## src/rtl/dcs_pkg.sv

```systemverilog
package dcs_pkg;
    typedef enum logic [2:0] {
        CMD_NOP = 3'd0,
        CMD_ACT = 3'd1,
        CMD_RD  = 3'd2,
        CMD_WR  = 3'd3,
        CMD_PRE = 3'd4
    } cmd_e;
endpackage

```

## src/rtl/dcs_bank.sv

```systemverilog
module dcs_bank
    import dcs_pkg::*;
#(
    parameter int ROW_W = 8,
    parameter int T_RCD = 3,
    parameter int T_RP  = 3,
    parameter int T_RAS = 7,
    parameter int AGE_W = 8
) (
    input  logic             clk,
    input  logic             rst_n,
    input  logic             req_valid,
    input  logic             req_write,
    input  logic [ROW_W-1:0] req_row,
    input  logic             grant,
    output cmd_e             pend_cmd,
    output logic             can_issue,
    output logic [AGE_W-1:0] age,
    output logic             done
);
    localparam int T_MAX1 = (T_RCD > T_RP) ? T_RCD : T_RP;
    localparam int T_MAX  = (T_MAX1 > T_RAS) ? T_MAX1 : T_RAS;
    localparam int TMR_W  = $clog2(T_MAX + 1);
    localparam logic [AGE_W-1:0] AGE_MAX = {AGE_W{1'b1}};

    typedef struct packed {
        logic             open;
        logic [ROW_W-1:0] row;
        logic [TMR_W-1:0] rcd;
        logic [TMR_W-1:0] rp;
        logic [TMR_W-1:0] ras;
        logic [AGE_W-1:0] age;
    } bank_st_t;

    bank_st_t st_d, st_q;

    always_comb begin
        st_d      = st_q;
        pend_cmd  = CMD_NOP;
        can_issue = 1'b0;

        if (st_q.rcd != '0) st_d.rcd = st_q.rcd - 1'b1;
        if (st_q.rp  != '0) st_d.rp  = st_q.rp  - 1'b1;
        if (st_q.ras != '0) st_d.ras = st_q.ras - 1'b1;

        if (req_valid) begin
            if (!st_q.open) begin
                pend_cmd  = CMD_ACT;
                can_issue = (st_q.rp == '0);
            end else if (st_q.row == req_row) begin
                pend_cmd  = req_write ? CMD_WR : CMD_RD;
                can_issue = (st_q.rcd == '0);
            end else begin
                pend_cmd  = CMD_PRE;
                can_issue = (st_q.ras == '0);
            end
        end

        if (grant)
            st_d.age = '0;
        else if (req_valid)
            st_d.age = (st_q.age == AGE_MAX) ? AGE_MAX : st_q.age + 1'b1;
        else
            st_d.age = '0;

        if (grant && pend_cmd == CMD_ACT) begin
            st_d.open = 1'b1;
            st_d.row  = req_row;
            st_d.rcd  = TMR_W'(T_RCD - 1);
            st_d.ras  = TMR_W'(T_RAS - 1);
        end
        if (grant && pend_cmd == CMD_PRE) begin
            st_d.open = 1'b0;
            st_d.rp   = TMR_W'(T_RP - 1);
        end

        done = grant && (pend_cmd == CMD_RD || pend_cmd == CMD_WR);
        age  = st_q.age;
    end

    always_ff @(posedge clk or negedge rst_n) begin
        if (!rst_n) st_q <= '0;
        else        st_q <= st_d;
    end
endmodule

```

## src/rtl/dcs_arbiter.sv

```systemverilog
module dcs_arbiter #(
    parameter int N_BANKS = 4,
    parameter int AGE_W   = 8,
    localparam int BW     = $clog2(N_BANKS),
    localparam int SCORE_W = AGE_W + 1
) (
    input  logic [N_BANKS-1:0]       can_issue,
    input  logic [N_BANKS*AGE_W-1:0] ages,
    output logic [N_BANKS-1:0]       grant,
    output logic [BW-1:0]            win_idx
);
    logic [SCORE_W-1:0] score [N_BANKS];
    logic [SCORE_W-1:0] best;

    always_comb begin
        for (int i = 0; i < N_BANKS; i++)
            score[i] = can_issue[i]
                     ? {1'b0, ages[i*AGE_W +: AGE_W]} + 1'b1 : '0;
        best    = '0;
        win_idx = '0;
        // strict compare: on equal scores the earlier (lower) bank is kept
        for (int i = 0; i < N_BANKS; i++) begin
            if (score[i] > best) begin
                best    = score[i];
                win_idx = BW'(i);
            end
        end
        for (int i = 0; i < N_BANKS; i++)
            grant[i] = (best != '0) && (win_idx == BW'(i));
    end
endmodule

```

## src/rtl/dram_cmd_sched.sv

```systemverilog
module dram_cmd_sched
    import dcs_pkg::*;
#(
    parameter int N_BANKS = 4,
    parameter int ROW_W   = 8,
    parameter int COL_W   = 6,
    parameter int T_RCD   = 3,
    parameter int T_RP    = 3,
    parameter int T_RAS   = 7,
    parameter int AGE_W   = 8,
    localparam int BW     = $clog2(N_BANKS)
) (
    input  logic                       clk,
    input  logic                       rst_n,
    input  logic [N_BANKS-1:0]         req_valid,
    input  logic [N_BANKS-1:0]         req_write,
    input  logic [N_BANKS*ROW_W-1:0]   req_row,
    input  logic [N_BANKS*COL_W-1:0]   req_col,
    output logic [N_BANKS-1:0]         req_ready,
    output logic [2:0]                 cmd_op,
    output logic [BW-1:0]              cmd_bank,
    output logic [ROW_W-1:0]           cmd_row,
    output logic [COL_W-1:0]           cmd_col
);
    cmd_e                     pend [N_BANKS];
    logic [N_BANKS-1:0]       can_issue;
    logic [N_BANKS-1:0]       grant;
    logic [N_BANKS*AGE_W-1:0] ages;
    logic [BW-1:0]            win_idx;

    for (genvar b = 0; b < N_BANKS; b++) begin : g_bank
        dcs_bank #(
            .ROW_W(ROW_W), .T_RCD(T_RCD), .T_RP(T_RP),
            .T_RAS(T_RAS), .AGE_W(AGE_W)
        ) u_bank (
            .clk       (clk),
            .rst_n     (rst_n),
            .req_valid (req_valid[b]),
            .req_write (req_write[b]),
            .req_row   (req_row[b*ROW_W +: ROW_W]),
            .grant     (grant[b]),
            .pend_cmd  (pend[b]),
            .can_issue (can_issue[b]),
            .age       (ages[b*AGE_W +: AGE_W]),
            .done      (req_ready[b])
        );
    end

    dcs_arbiter #(.N_BANKS(N_BANKS), .AGE_W(AGE_W)) u_arb (
        .can_issue (can_issue),
        .ages      (ages),
        .grant     (grant),
        .win_idx   (win_idx)
    );

    always_comb begin
        cmd_op   = CMD_NOP;
        cmd_bank = '0;
        cmd_row  = '0;
        cmd_col  = '0;
        if (grant != '0) begin
            cmd_op   = pend[win_idx];
            cmd_bank = win_idx;
            cmd_row  = req_row[win_idx*ROW_W +: ROW_W];
            cmd_col  = req_col[win_idx*COL_W +: COL_W];
        end
    end
endmodule

```

## config.mk

```make
export PLATFORM = sky130hd
export DESIGN_NAME = dram_cmd_sched
export DESIGN_NICKNAME = d
export VERILOG_FILES = /design/src/rtl/dcs_pkg.sv /design/src/rtl/dcs_bank.sv /design/src/rtl/dcs_arbiter.sv /design/src/rtl/dram_cmd_sched.sv
export SDC_FILE = /design/constraint.sdc
export NUM_CORES = 1
export LEC_CHECK = 0
export ABC_AREA = 0
export BUFFER_PORTS_ARGS = -buffer_cell sky130_fd_sc_hd__clkbuf_2
export CAP_MARGIN = 20
export CORE_MARGIN = 3
export CORE_UTILIZATION = 64
export DETAILED_ROUTE_END_ITERATION = 12
export HOLD_SLACK_MARGIN = 0.05
export PLACE_DENSITY = 0.86
export SLEW_MARGIN = 20
export SYNTH_ARGS = -nofsm -noshare
export SYNTH_HDL_FRONTEND = slang
export SYNTH_SLANG_ARGS = --single-unit
```

## constraint.sdc

```tcl
create_clock -name clk -period 18.5 [get_ports clk]
set_input_delay 0.925 -clock clk [delete_from_list [all_inputs] [get_ports clk]]
set_output_delay 0.925 -clock clk [all_outputs]
set_load 0.01 [all_outputs]
```

# == After elaboration in Yosys (flattened, before gate mapping) ==
# Cells that the tools add are included.
# word_totals
register_bits,104
input_bits,66
output_inout_bits,23
wordCells,229
# classes
add_sub_neg,20
mul,1
n_lt_le_gt_ge,5
n_eq_ne,27
shifts,2
mux,86
bitwise_logic,1
reduce_logical,63
# op_table
cell,n
3-bit 2-to-1 mux,35
8-bit 2-to-1 mux,13
9-bit 2-to-1 mux,8
12-bit 2-to-1 mux,4
"8-bit by 1-bit adder with 9-bit output, second input constant",4
3-bit logical NOT,12
3-bit nonzero test,12
"3-bit by 1-bit subtractor with 3-bit output, second input constant",12
"8-bit by 1-bit adder with 8-bit output, second input constant",4
8-bit == test,4
"8-bit == test, second input constant",4
2-bit nonzero test,16
32-bit by 6-bit variable part select with 8-bit output,1
9-bit greater-than comparator,3
"3-bit by 2-bit == test with 1-bit output, second input constant",8
24-bit by 6-bit variable part select with 6-bit output,1
1-bit 2-to-1 mux,21
1-bit logical AND,16
"3-bit by 1-bit == test with 1-bit output, second input constant",4
"3-bit == test, second input constant",4
"9-bit by 1-bit greater-than comparator with 1-bit output, second input constant",1
9-bit nonzero test,1
3-bit binary-select mux with 2-bit select,1
2-bit 2-to-1 mux,3
other kinds (9),13

# == Longest topological paths before layout ==
# Gate-level depths: netlist of the first run.
# depth
word_depth,18
mapped_depth,42
mapped_depth_nobuf,34

# == By module ==
# Synthesis of the first run repeated with hierarchy kept, for this count alone.
# unflattened
hier_cells,908
area_unflattened_um2,7955.1
# modules_own_cells
mod,n_inst,cells_each,area_per_inst_um2,seq_area_each_um2
dcs_bank,4,151,1386.3,650.6
dcs_arbiter,1,261,1811.7,0.0
dram_cmd_sched,1,43,598.1,0.0

# == Worst setup path after synthesis of the first run ==
# No wires, ideal clock.
# synth_path
path_type,in2out
start,input req_row[3]
end,output req_ready[0]
arrival_time_ns,8.045
required_time_ns,17.575
slack_ns,9.530
path_stages,33
n_path_buf,7
path_cell_list,xor2_1 > nor4_1 > and2_1 > buf_4 > mux2i_2 > nand2_1 > ha_1 > nand2_1 > or3_1 > a21o_1 > nor2_1 > clkbuf_1 > a22oi_1 > ha_1 > o211ai_1 > a21oi_1 > nand3b_1 > nand2_1 > clkbuf_1 > clkbuf_1 > clkbuf_1 > o21ai_0 > ha_1 > or4_1 > o21ai_0 > o21ai_0 > and2_1 > clkbuf_1 > nor3_2 > nand2_1 > a21oi_1 > and3_1 > buf_4
# synth_between
elab_chain_len,16
word_cells_on_any_way,26
classes_between,order compare (4); eq/ne (3); mux (14); reduce/logical (5)
# synth_rtl
element,line_no,source
start: declaration,dram_cmd_sched.sv:17,"input logic [N_BANKS*ROW_W-1:0] req_row,"
8-bit == test *,dcs_bank.sv:50,end else if (st_q.row == req_row) begin
1-bit 2-to-1 mux,dcs_bank.sv:50,
1-bit 2-to-1 mux,dcs_bank.sv:47,if (!st_q.open) begin
1-bit 2-to-1 mux,dcs_bank.sv:46,if (req_valid) begin
9-bit 2-to-1 mux,dcs_arbiter.sv:18,"? {1'b0, ages[i*AGE_W +: AGE_W]} + 1'b1 : '0;"
9-bit by 1-bit greater-than comparator with 1-bit output,dcs_arbiter.sv:23,if (score[i] > best) begin
9-bit 2-to-1 mux,dcs_arbiter.sv:23,
9-bit greater-than comparator,dcs_arbiter.sv:23,
9-bit 2-to-1 mux,dcs_arbiter.sv:23,
9-bit greater-than comparator,dcs_arbiter.sv:23,
9-bit 2-to-1 mux,dcs_arbiter.sv:23,
9-bit greater-than comparator,dcs_arbiter.sv:23,
9-bit 2-to-1 mux / 2-bit 2-to-1 mux (equally long branches),dcs_arbiter.sv:23,
9-bit nonzero test / 2-bit logical NOT (equally long branches),dcs_arbiter.sv:29,grant[i] = (best != '0) && (win_idx == BW'(i));
1-bit logical AND,dcs_arbiter.sv:29,
1-bit logical AND *,dcs_bank.sv:77,done = grant && (pend_cmd == CMD_RD || pend_cmd == CMD_WR);
end: declaration,dram_cmd_sched.sv:19,"output logic [N_BANKS-1:0] req_ready,"
# Mark *: on every way between the ends. The rest lies on a longest branch, timed or not.

# == Final worst setup path of the first run ==
# layout_path
start,input req_row[7]
end,output req_ready[2]
# layout_between
elab_chain_len,16
word_cells_on_any_way,20
classes_between,order compare (4); eq/ne (2); mux (11); reduce/logical (3)
# layout_rtl
element,line_no
8-bit == test *,dcs_bank.sv:50
1-bit 2-to-1 mux *,dcs_bank.sv:50
1-bit 2-to-1 mux *,dcs_bank.sv:47
1-bit 2-to-1 mux *,dcs_bank.sv:46
9-bit 2-to-1 mux *,dcs_arbiter.sv:18
9-bit by 1-bit greater-than comparator with 1-bit output,dcs_arbiter.sv:23
9-bit 2-to-1 mux *,dcs_arbiter.sv:23
9-bit greater-than comparator,dcs_arbiter.sv:23
9-bit 2-to-1 mux,dcs_arbiter.sv:23
9-bit greater-than comparator,dcs_arbiter.sv:23
9-bit 2-to-1 mux,dcs_arbiter.sv:23
9-bit greater-than comparator,dcs_arbiter.sv:23
9-bit 2-to-1 mux / 2-bit 2-to-1 mux (equally long branches),dcs_arbiter.sv:23
9-bit nonzero test / 2-bit == test (equally long branches),dcs_arbiter.sv:29
1-bit logical AND *,dcs_arbiter.sv:29
1-bit logical AND *,dcs_bank.sv:77
# Marks and branches as above.

==> results of run 1 <==
-- through the flow --
stage                     worst slack (ns)  hold WS [ns]  cells  cell area (sq um)  util [%]
final                                 7.79         0.495   1022               8120      73.6
after CTS                             7.71         0.492   1022               8120      73.6
after floorplan                       9.53         0.459    814               7340         -
after global routing                  7.07         0.518   1022               8120      73.6
after detailed placement              7.70         0.477   1006               7790      70.6
after global placement                7.99         0.469   1006               7790      70.6
-- final cells by class --
type | instances | area [sq um]
sequential | 104 | 2600
inverter | 46 | 173
timing repair buffer | 93 | 480
fill | 796 | 2910
clock buffer | 10 | 229
multi-input combinational | 623 | 4360
tap | 140 | 175
clock inverter | 6 | 100
-- metal layers --
layer	global-route usage, %	routed length (um)
met1	39.6	7850
met2	53.2	9530
met3	4.44	1330
met4	11.5	517
met5	0	0
-- critical path: cells and delay by family --
family | cells | cell delay [ns]
buf+inv | 4 | 0.47
compound gates | 10 | 2.46
simple gates | 13 | 4.34
mux | 1 | 0.56
fa+ha+maj | 3 | 0.86
xor+xnor | 1 | 0.15
-- flip-flops by register name (all words and copies together), names as in the netlist --
register	flops
g_bank.u_bank.st_q	72
g_bank.u_bank.age	32
-- final timing paths --
check                                          startpoint                         to  slack [ns]  cells past startpoint
worst max-delay path                           req_row[7]               req_ready[2]        7.79                     32
worst min-delay path            g_bank[2].u_bank.st_q[12]  g_bank[2].u_bank.st_q[12]        0.50                      1
worst max register to register  g_bank[1].u_bank.st_q[14]  g_bank[0].u_bank.st_q[20]        9.02                     32
worst min register to register  g_bank[2].u_bank.st_q[12]  g_bank[2].u_bank.st_q[12]        0.50                      1
max in group asynchronous                           rst_n    g_bank[1].u_bank.age[2]       16.72                      2
min in group asynchronous                           rst_n    g_bank[3].u_bank.age[3]        0.52                      1
-- Yosys cell counts (8+ instances only) --
master,n,area share [%]
o21ai_0,35,2.4
xor2_1,41,4.9
mux2i_1,10,1.4
nor3_1,13,0.89
and3_1,9,0.77
clkbuf_1,23,1.2
a211oi_1,11,1.1
xnor2_1,28,3.3
nand2_1,65,3.3
mux2_4,8,1.6
a221o_1,8,1.1
nand3_1,32,2.2
inv_1,45,2.3
nor4_1,9,0.77
dfrtp_1,104,35
mux2_2,27,4.1
ha_1,55,9.4
nand2b_1,10,0.85
nor2_1,100,5.1
a21oi_1,59,4.0
nand4_1,13,1.1
-- placed cells by master, fill, tap and decap left out, types with 3 or more instances in the layout --
cell type,synthesis,final
or2_2,4,4
o21ai_0,35,35
buf_4,6,6
or4_1,3,3
o211ai_1,6,6
nand2_1,65,64
clkbuf_2,1,87
a21o_1,3,3
xor2_1,41,41
and3_1,9,9
nor2b_1,6,6
a211oi_1,11,11
a211o_1,7,7
a221o_1,8,8
mux2i_1,10,10
nand4_1,13,13
mux2_2,27,27
o221a_2,6,6
inv_1,45,45
nor3_1,13,13
a31oi_1,6,6
nand2b_1,10,10
clkbuf_16,0,9
mux2_4,8,8
a311oi_1,7,7
ha_1,55,55
nor2_1,100,100
a21oi_1,59,59
xnor2_1,28,28
and2_1,7,6
nor4_1,9,8
nand3_1,32,32
dfrtp_1,104,104
-- cells by family (layout without fill, tap and decap cells) --
kind of cell / count (synthesis) / after routing / share of synthesized area [%]
AOI/OAI and AO/OA: 169 / 169 / 15.9
adders and majority gates: 55 / 55 / 9.37
muxes: 48 / 48 / 7.64
buffers and inverters: 87 / 155 / 5.27
xor gates and xnor gates: 69 / 69 / 8.23
DFF: 104 / 104 / 35.5
and+or+nand+nor: 282 / 282 / 18.1
==> impl_metrics.tcl, run 1 <==
set metrics [dict create \
    status "finished, final reports clean" \
    drive_above_1_share_pct 18.7 \
    syn_area_sq_um 7340 \
    wirelength_mm 19.2 \
    max_stage_delay_ns 0.58 \
    finalClockSkew_ns 0.00906 \
    synthCells 814 \
    end_kind "primary output" \
    num_rows 38 \
    cp.arrival_ns 9.78 \
    cp_max_fo 30 \
    synthDistinctLibCells 64 \
    fmax_mhz 93.4 \
    slew_headroom_pct 41.0 \
    cp-start-kind "input port" \
    ioPinCount 89 \
    grt_pass1_wl_mm 31.6 \
    clock-sinks 104 \
    fin_crit_sh_pct 57.9 \
    areaGrowthSynthToFinish_pct 10.6 \
    diodes 0 \
    ctsResizeCount 0 \
    rsz0062_at_grt "false" \
    ant_nets 0 \
    path_clk_slew_ns 0.07 \
    numCtsBuffers 9 \
    crit_required_ns 17.57 \
    hold_viol_final 0 \
    dr.pass1.iters 7 \
    cts_setup_buffers 0 \
    crit_path_top_delay_cell "and2_1" \
    dieHeight_um 113 \
    track_usage_pct 30.9 \
    initial_core_util_pct 66.5 \
    drt_iter0_drc 549 \
    grt_pass1_vias 6420 \
    clock_latency_ns 0.36 \
    tightest_slew_ns 0.885 \
    via_count 6523 \
    slew_violations 0 \
    h-tree-depth 3 \
    fin_nets 998 \
    antenna_found_initial 0 \
    port_buffers 88 \
    tns_ns 0 \
    overflow 0 \
    viasPerCell 6.38 \
    synth_nets 935 \
    ys_seq_area_share_pct 35.5 \
    async_flop_share_pct 100 \
    core_sq_um 11000 \
    ys_ff_latch 104 \
    grt_max_degree 70 \
    cts-hold-fix-buffers 0 \
    setup_violations 0 \
    synth_edf_count 0 \
    gp_congestion 0.981 \
    cts_tree "yes" \
    cap_violations 0 \
    dieArea_sq_um 12800 \
    clock_path_buffers 2 \
    worstHoldPathType "reg -> reg" \
    syn_avg_cell_area_sq_um 9.02 \
    drc 0 \
    die_x_um 113 \
    wl_per_cell_um 18.8 \
    worstSetupPathType "in -> out" \
    period_minus_slack_ns 10.71 \
    ys_warn_count 0 \
    hpwlAfterDp_mm 14.7 \
    cts_root_buf "clkbuf_16" \
    ys_dominant_reg_cell "dfrtp_1" \
]
Power of run 1 is not shown: default switching activity piles up to over one toggle a cycle in this logic, so the estimate is an artifact.
==> inputs of run 2 (changes only) <==
CORE_UTILIZATION = 54   (was 64)
PLACE_DENSITY = 0.77   (was 0.86)
clock period = 8.9 ns   (was 18.5 ns; I/O delays follow)
==> impl_metrics.tcl, run 2 (same netlist as run 1, synthesis figures left out) <==
set metrics [dict create \
    status "finished, final reports clean" \
    cp_num_cells 34 \
    cap_violations 0 \
    gp_congestion 0.989 \
    slew_headroom_pct 42.8 \
    dieHeight_um 123 \
    setup_violations 0 \
    placedCellCount 1049 \
    numCtsBuffers 9 \
    antenna_found_initial 0 \
    largest_reg_flops 72 \
    worstHoldPathType "in -> async" \
    dr.pass1.iters 6 \
    hpwlAfterDp_mm 13.7 \
    cts_setup_buffers 0 \
    drive_above_1_share_pct 20.8 \
    final_cell_mix "dfrtp_1 (104), nor2_1 (98), clkbuf_2 (87), nand2_1 (63), a21oi_1 (58)" \
    drt_iter0_drc 449 \
    drc 0 \
    dieArea_sq_um 15000 \
    ant_nets 0 \
    period_minus_slack_ns 8.34 \
    wirelength_mm 17.9 \
    track_usage_pct 24.9 \
    tightest_slew_ns 0.859 \
    hold_viol_final 0 \
    fin_crit_sh_pct 93.7 \
    worstSetupPathType "reg -> out" \
    grt_pass1_wl_mm 29.4 \
    cp-start-kind "flop" \
    slew_violations 0 \
    areaGrowthSynthToFinish_pct 12.7 \
    cp_max_fo 17 \
    diodes 0 \
    rr_startpoint "g_bank[1].u_bank.st_q[14]" \
    max_stage_delay_ns 0.41 \
    r2r_cells 31 \
    tns_ns 0 \
    worstPathBufferInverterCount 4 \
    crit_path_top_delay_cell "or4_1" \
    overflow 0 \
    layout_commonest_cell "dfrtp_1" \
    h-tree-depth 3 \
    finalClockSkew_ns 0.00737 \
    cp.arrival_ns 7.89 \
    initial_core_util_pct 56.8 \
    cp_common_cell "ha_1" \
    path_clk_slew_ns 0.07 \
    clock-sinks 104 \
    wl_per_cell_um 16.8 \
    fmax_mhz 120 \
    via_count 6222 \
    fill_cells 1115 \
    grt_pass1_vias 6000 \
    finalWorstSetupSlack_ns 0.565 \
    clock_path_buffers 2 \
    crit_family "simple AND/OR/NAND/NOR gates" \
    fin_nets 1009 \
    clock_latency_ns 0.35 \
    grt_max_degree 70 \
    cp-startpoint "g_bank[1].u_bank.st_q[14]" \
    cts_root_buf "clkbuf_16" \
    viasPerCell 5.84 \
    num_rows 41 \
    post-route-util_pct 64.0 \
    instances_no_fill 1065 \
    regMostFlops "g_bank.u_bank.st_q" \
    pre_cts_ws_ns 0.390 \
    die_x_um 123 \
    crit_required_ns 8.46 \
    ioPinCount 89 \
    cts-hold-fix-buffers 0 \
    end_kind "primary output" \
    cts_tree "yes" \
    port_buffers 88 \
    core_sq_um 12900 \
]
run 2: area by class of cell:
type | instances | area [sq um] | share of cell area (%)
inverters | 46 | 173 | 2.09
well taps | 172 | 215 | 2.60
flip-flops and latches | 104 | 2600 | 31.5
multi-input cells | 623 | 4400 | 53.3
repair buffers | 104 | 563 | 6.81
clock inverters | 7 | 87.6 | 1.06
clock buffers | 9 | 225 | 2.72
run 2: metal layers:
layer	up-vias	global-route usage, %	share of wire (%)
met5	-	0	0
met4	0	8.75	2.5
met3	36	4.06	4.8
met2	165	39.5	47
met1	2989	34.7	46
li1	3032	-	-
run 2: final timing paths:
check	endpoint	slack, ns
min	g_bank[2].u_bank.age[6]	0.05
max reg2reg	g_bank[0].u_bank.st_q[22]	1.02
min in group clk	g_bank[0].u_bank.st_q[21]	0.37
max	cmd_row[1]	0.56
max in group asynchronous	g_bank[0].u_bank.st_q[10]	7.61
min reg2reg	g_bank[3].u_bank.st_q[9]	0.49
run 2: what timing repair did:
item	4_1_cts	5_1_grt
resized for setup	1	13
pin swaps	0	0
setup endpoints to repair	14	31
run 2: per-stage QoR:
stage | cell area (sq um) | hold slack [ns]
floorplan | 7340 | 0.149
global placement | 7910 | 0.431
detailed placement | 7910 | 0.441
CTS | 8220 | 0.0625
global route | 8270 | 0.0715
finish | 8270 | 0.0542
Power of run 2 is left out for the same reason.
==> inputs of run 3 (changes only) <==
CORE_UTILIZATION = 59   (was 54)
GPL_TIMING_DRIVEN = 1   (was not set)
PLACE_DENSITY = 0.8   (was 0.77)
clock period = 8.5 ns   (was 8.9 ns; I/O delays follow)
==> impl_metrics.tcl, run 3 (same netlist as run 1, synthesis figures left out) <==
set metrics [dict create \
    cts_tree "yes" \
    via_count 6365 \
    setup_violations 0 \
    final_cell_mix "dfrtp_1 (104), nor2_1 (100), clkbuf_2 (87), nand2_1 (64), a21oi_1 (59)" \
    crit_required_ns 8.08 \
    slew_violations 0 \
    r2r_slack_ns 0.74 \
    h-tree-depth 3 \
    grt_pass1_vias 6078 \
    period_minus_slack_ns 8.12 \
    wirelength_mm 18.0 \
    cap_violations 0 \
    die_x_um 118 \
    ant_nets 0 \
    clock_path_buffers 2 \
    tns_ns 0 \
    tightest_slew_ns 1.04 \
    instances_no_fill 1073 \
    dr.pass1.iters 5 \
    worstHoldPathType "in -> reg" \
    drt_iter0_drc 374 \
    viasPerCell 5.93 \
    cp-start-kind "flop" \
    layout_commonest_cell "dfrtp_1" \
    num_rows 40 \
    hp-start "req_row[1]" \
    max_stage_delay_ns 0.53 \
    grt_pass1_wl_mm 29.0 \
    end_kind "primary output" \
    hpwlAfterDp_mm 13.5 \
    cp_max_fo 17 \
    dieHeight_um 118 \
    initial_core_util_pct 60.6 \
    dieArea_sq_um 13800 \
    drc 0 \
    rr_startpoint "g_bank[1].u_bank.st_q[11]" \
    cts_root_buf "clkbuf_16" \
    track_usage_pct 25.5 \
    crit_path_top_delay_cell "or4_1" \
    regMostFlops "g_bank.u_bank.st_q" \
    grt_max_degree 79 \
    drive_above_1_share_pct 21.7 \
    antenna_found_initial 0 \
    placedCellCount 1053 \
    cp.arrival_ns 7.69 \
    cp-startpoint "g_bank[1].u_bank.st_q[11]" \
    wl_per_cell_um 16.8 \
    path_clk_slew_ns 0.07 \
    core_sq_um 12100 \
    areaGrowthSynthToFinish_pct 14.0 \
    overflow 0 \
    fin_crit_sh_pct 95.5 \
    worstSetupPathType "reg -> out" \
    diodes 0 \
    fmax_mhz 123 \
    status "finished, final reports clean" \
    clock_latency_ns 0.35 \
    numCtsBuffers 9 \
    fin_nets 1021 \
    slew_headroom_pct 30.2 \
    gp_congestion 1.01 \
    largest_reg_flops 72 \
    ioPinCount 89 \
    post-route-util_pct 69.1 \
    port_buffers 88 \
    clock-sinks 104 \
    finalClockSkew_ns 0.0106 \
    hold_viol_final 0 \
]
## run 3: critical path: cells and delay by family (launching register included)
| family | cells | cell delay, ns |
|---|---|---|
| simple gates | 10 | 2.73 |
| mux | 1 | 0.10 |
| buf+inv | 5 | 0.95 |
| flops | 1 | 0.39 |
| fa+ha+maj | 5 | 1.31 |
| compound gates | 12 | 1.86 |
## run 3: per-layer routing
layer / share of wire [%] / up-vias / track usage [%] / routed length (um)
li1: - / 3051 / - / -
met1: 43 / 2995 / 34.5 / 7800
met2: 47 / 281 / 41.9 / 8500
met3: 7.0 / 38 / 3.75 / 1270
met4: 2.3 / 0 / 9.08 / 418
met5: 0 / - / 0 / 0
## run 3: cell type report
| cell class | instances | area (sq um) |
|---|---|---|
| inverter | 46 | 173 |
| multi-input combinational | 623 | 4410 |
| clock buffer | 11 | 243 |
| clock inverter | 5 | 63.8 |
| sequential | 104 | 2600 |
| timing repair buffer | 116 | 668 |
| fill | 954 | 3740 |
| tap | 168 | 210 |
## run 3: through the flow
stage	hold WS [ns]	instance area [sq um]	worst slack [ns]
floorplan	0.129	7340	0.477
global placement	0.365	7970	0.120
detailed placement	0.365	7970	0.158
CTS	0.353	8280	0.0634
global route	0.362	8370	-0.0330
finish	0.356	8370	0.383
## run 3: path summary, 6_finish.rpt
kind | end | cells past startpoint
hold / removal | g_bank[0].u_bank.st_q[18] | 2
max in group asynchronous | g_bank[1].u_bank.st_q[9] | 3
hold reg to reg | g_bank[1].u_bank.st_q[15] | 1
setup / recovery | cmd_op[1] | 33
min in group asynchronous | g_bank[3].u_bank.age[1] | 2
setup reg to reg | g_bank[1].u_bank.st_q[17] | 32
## run 3: what timing repair did
action | in CTS | in global routing
buffers inserted | 0 | 3
hold buffers | 1 | 0
pin swaps | 0 | 1
hold endpoints to repair | 26 | 0
cloned | 0 | 0
endpoints found under the setup margin | 21 | 61
resized for setup | 1 | 12
Power of run 3 is left out for the same reason.
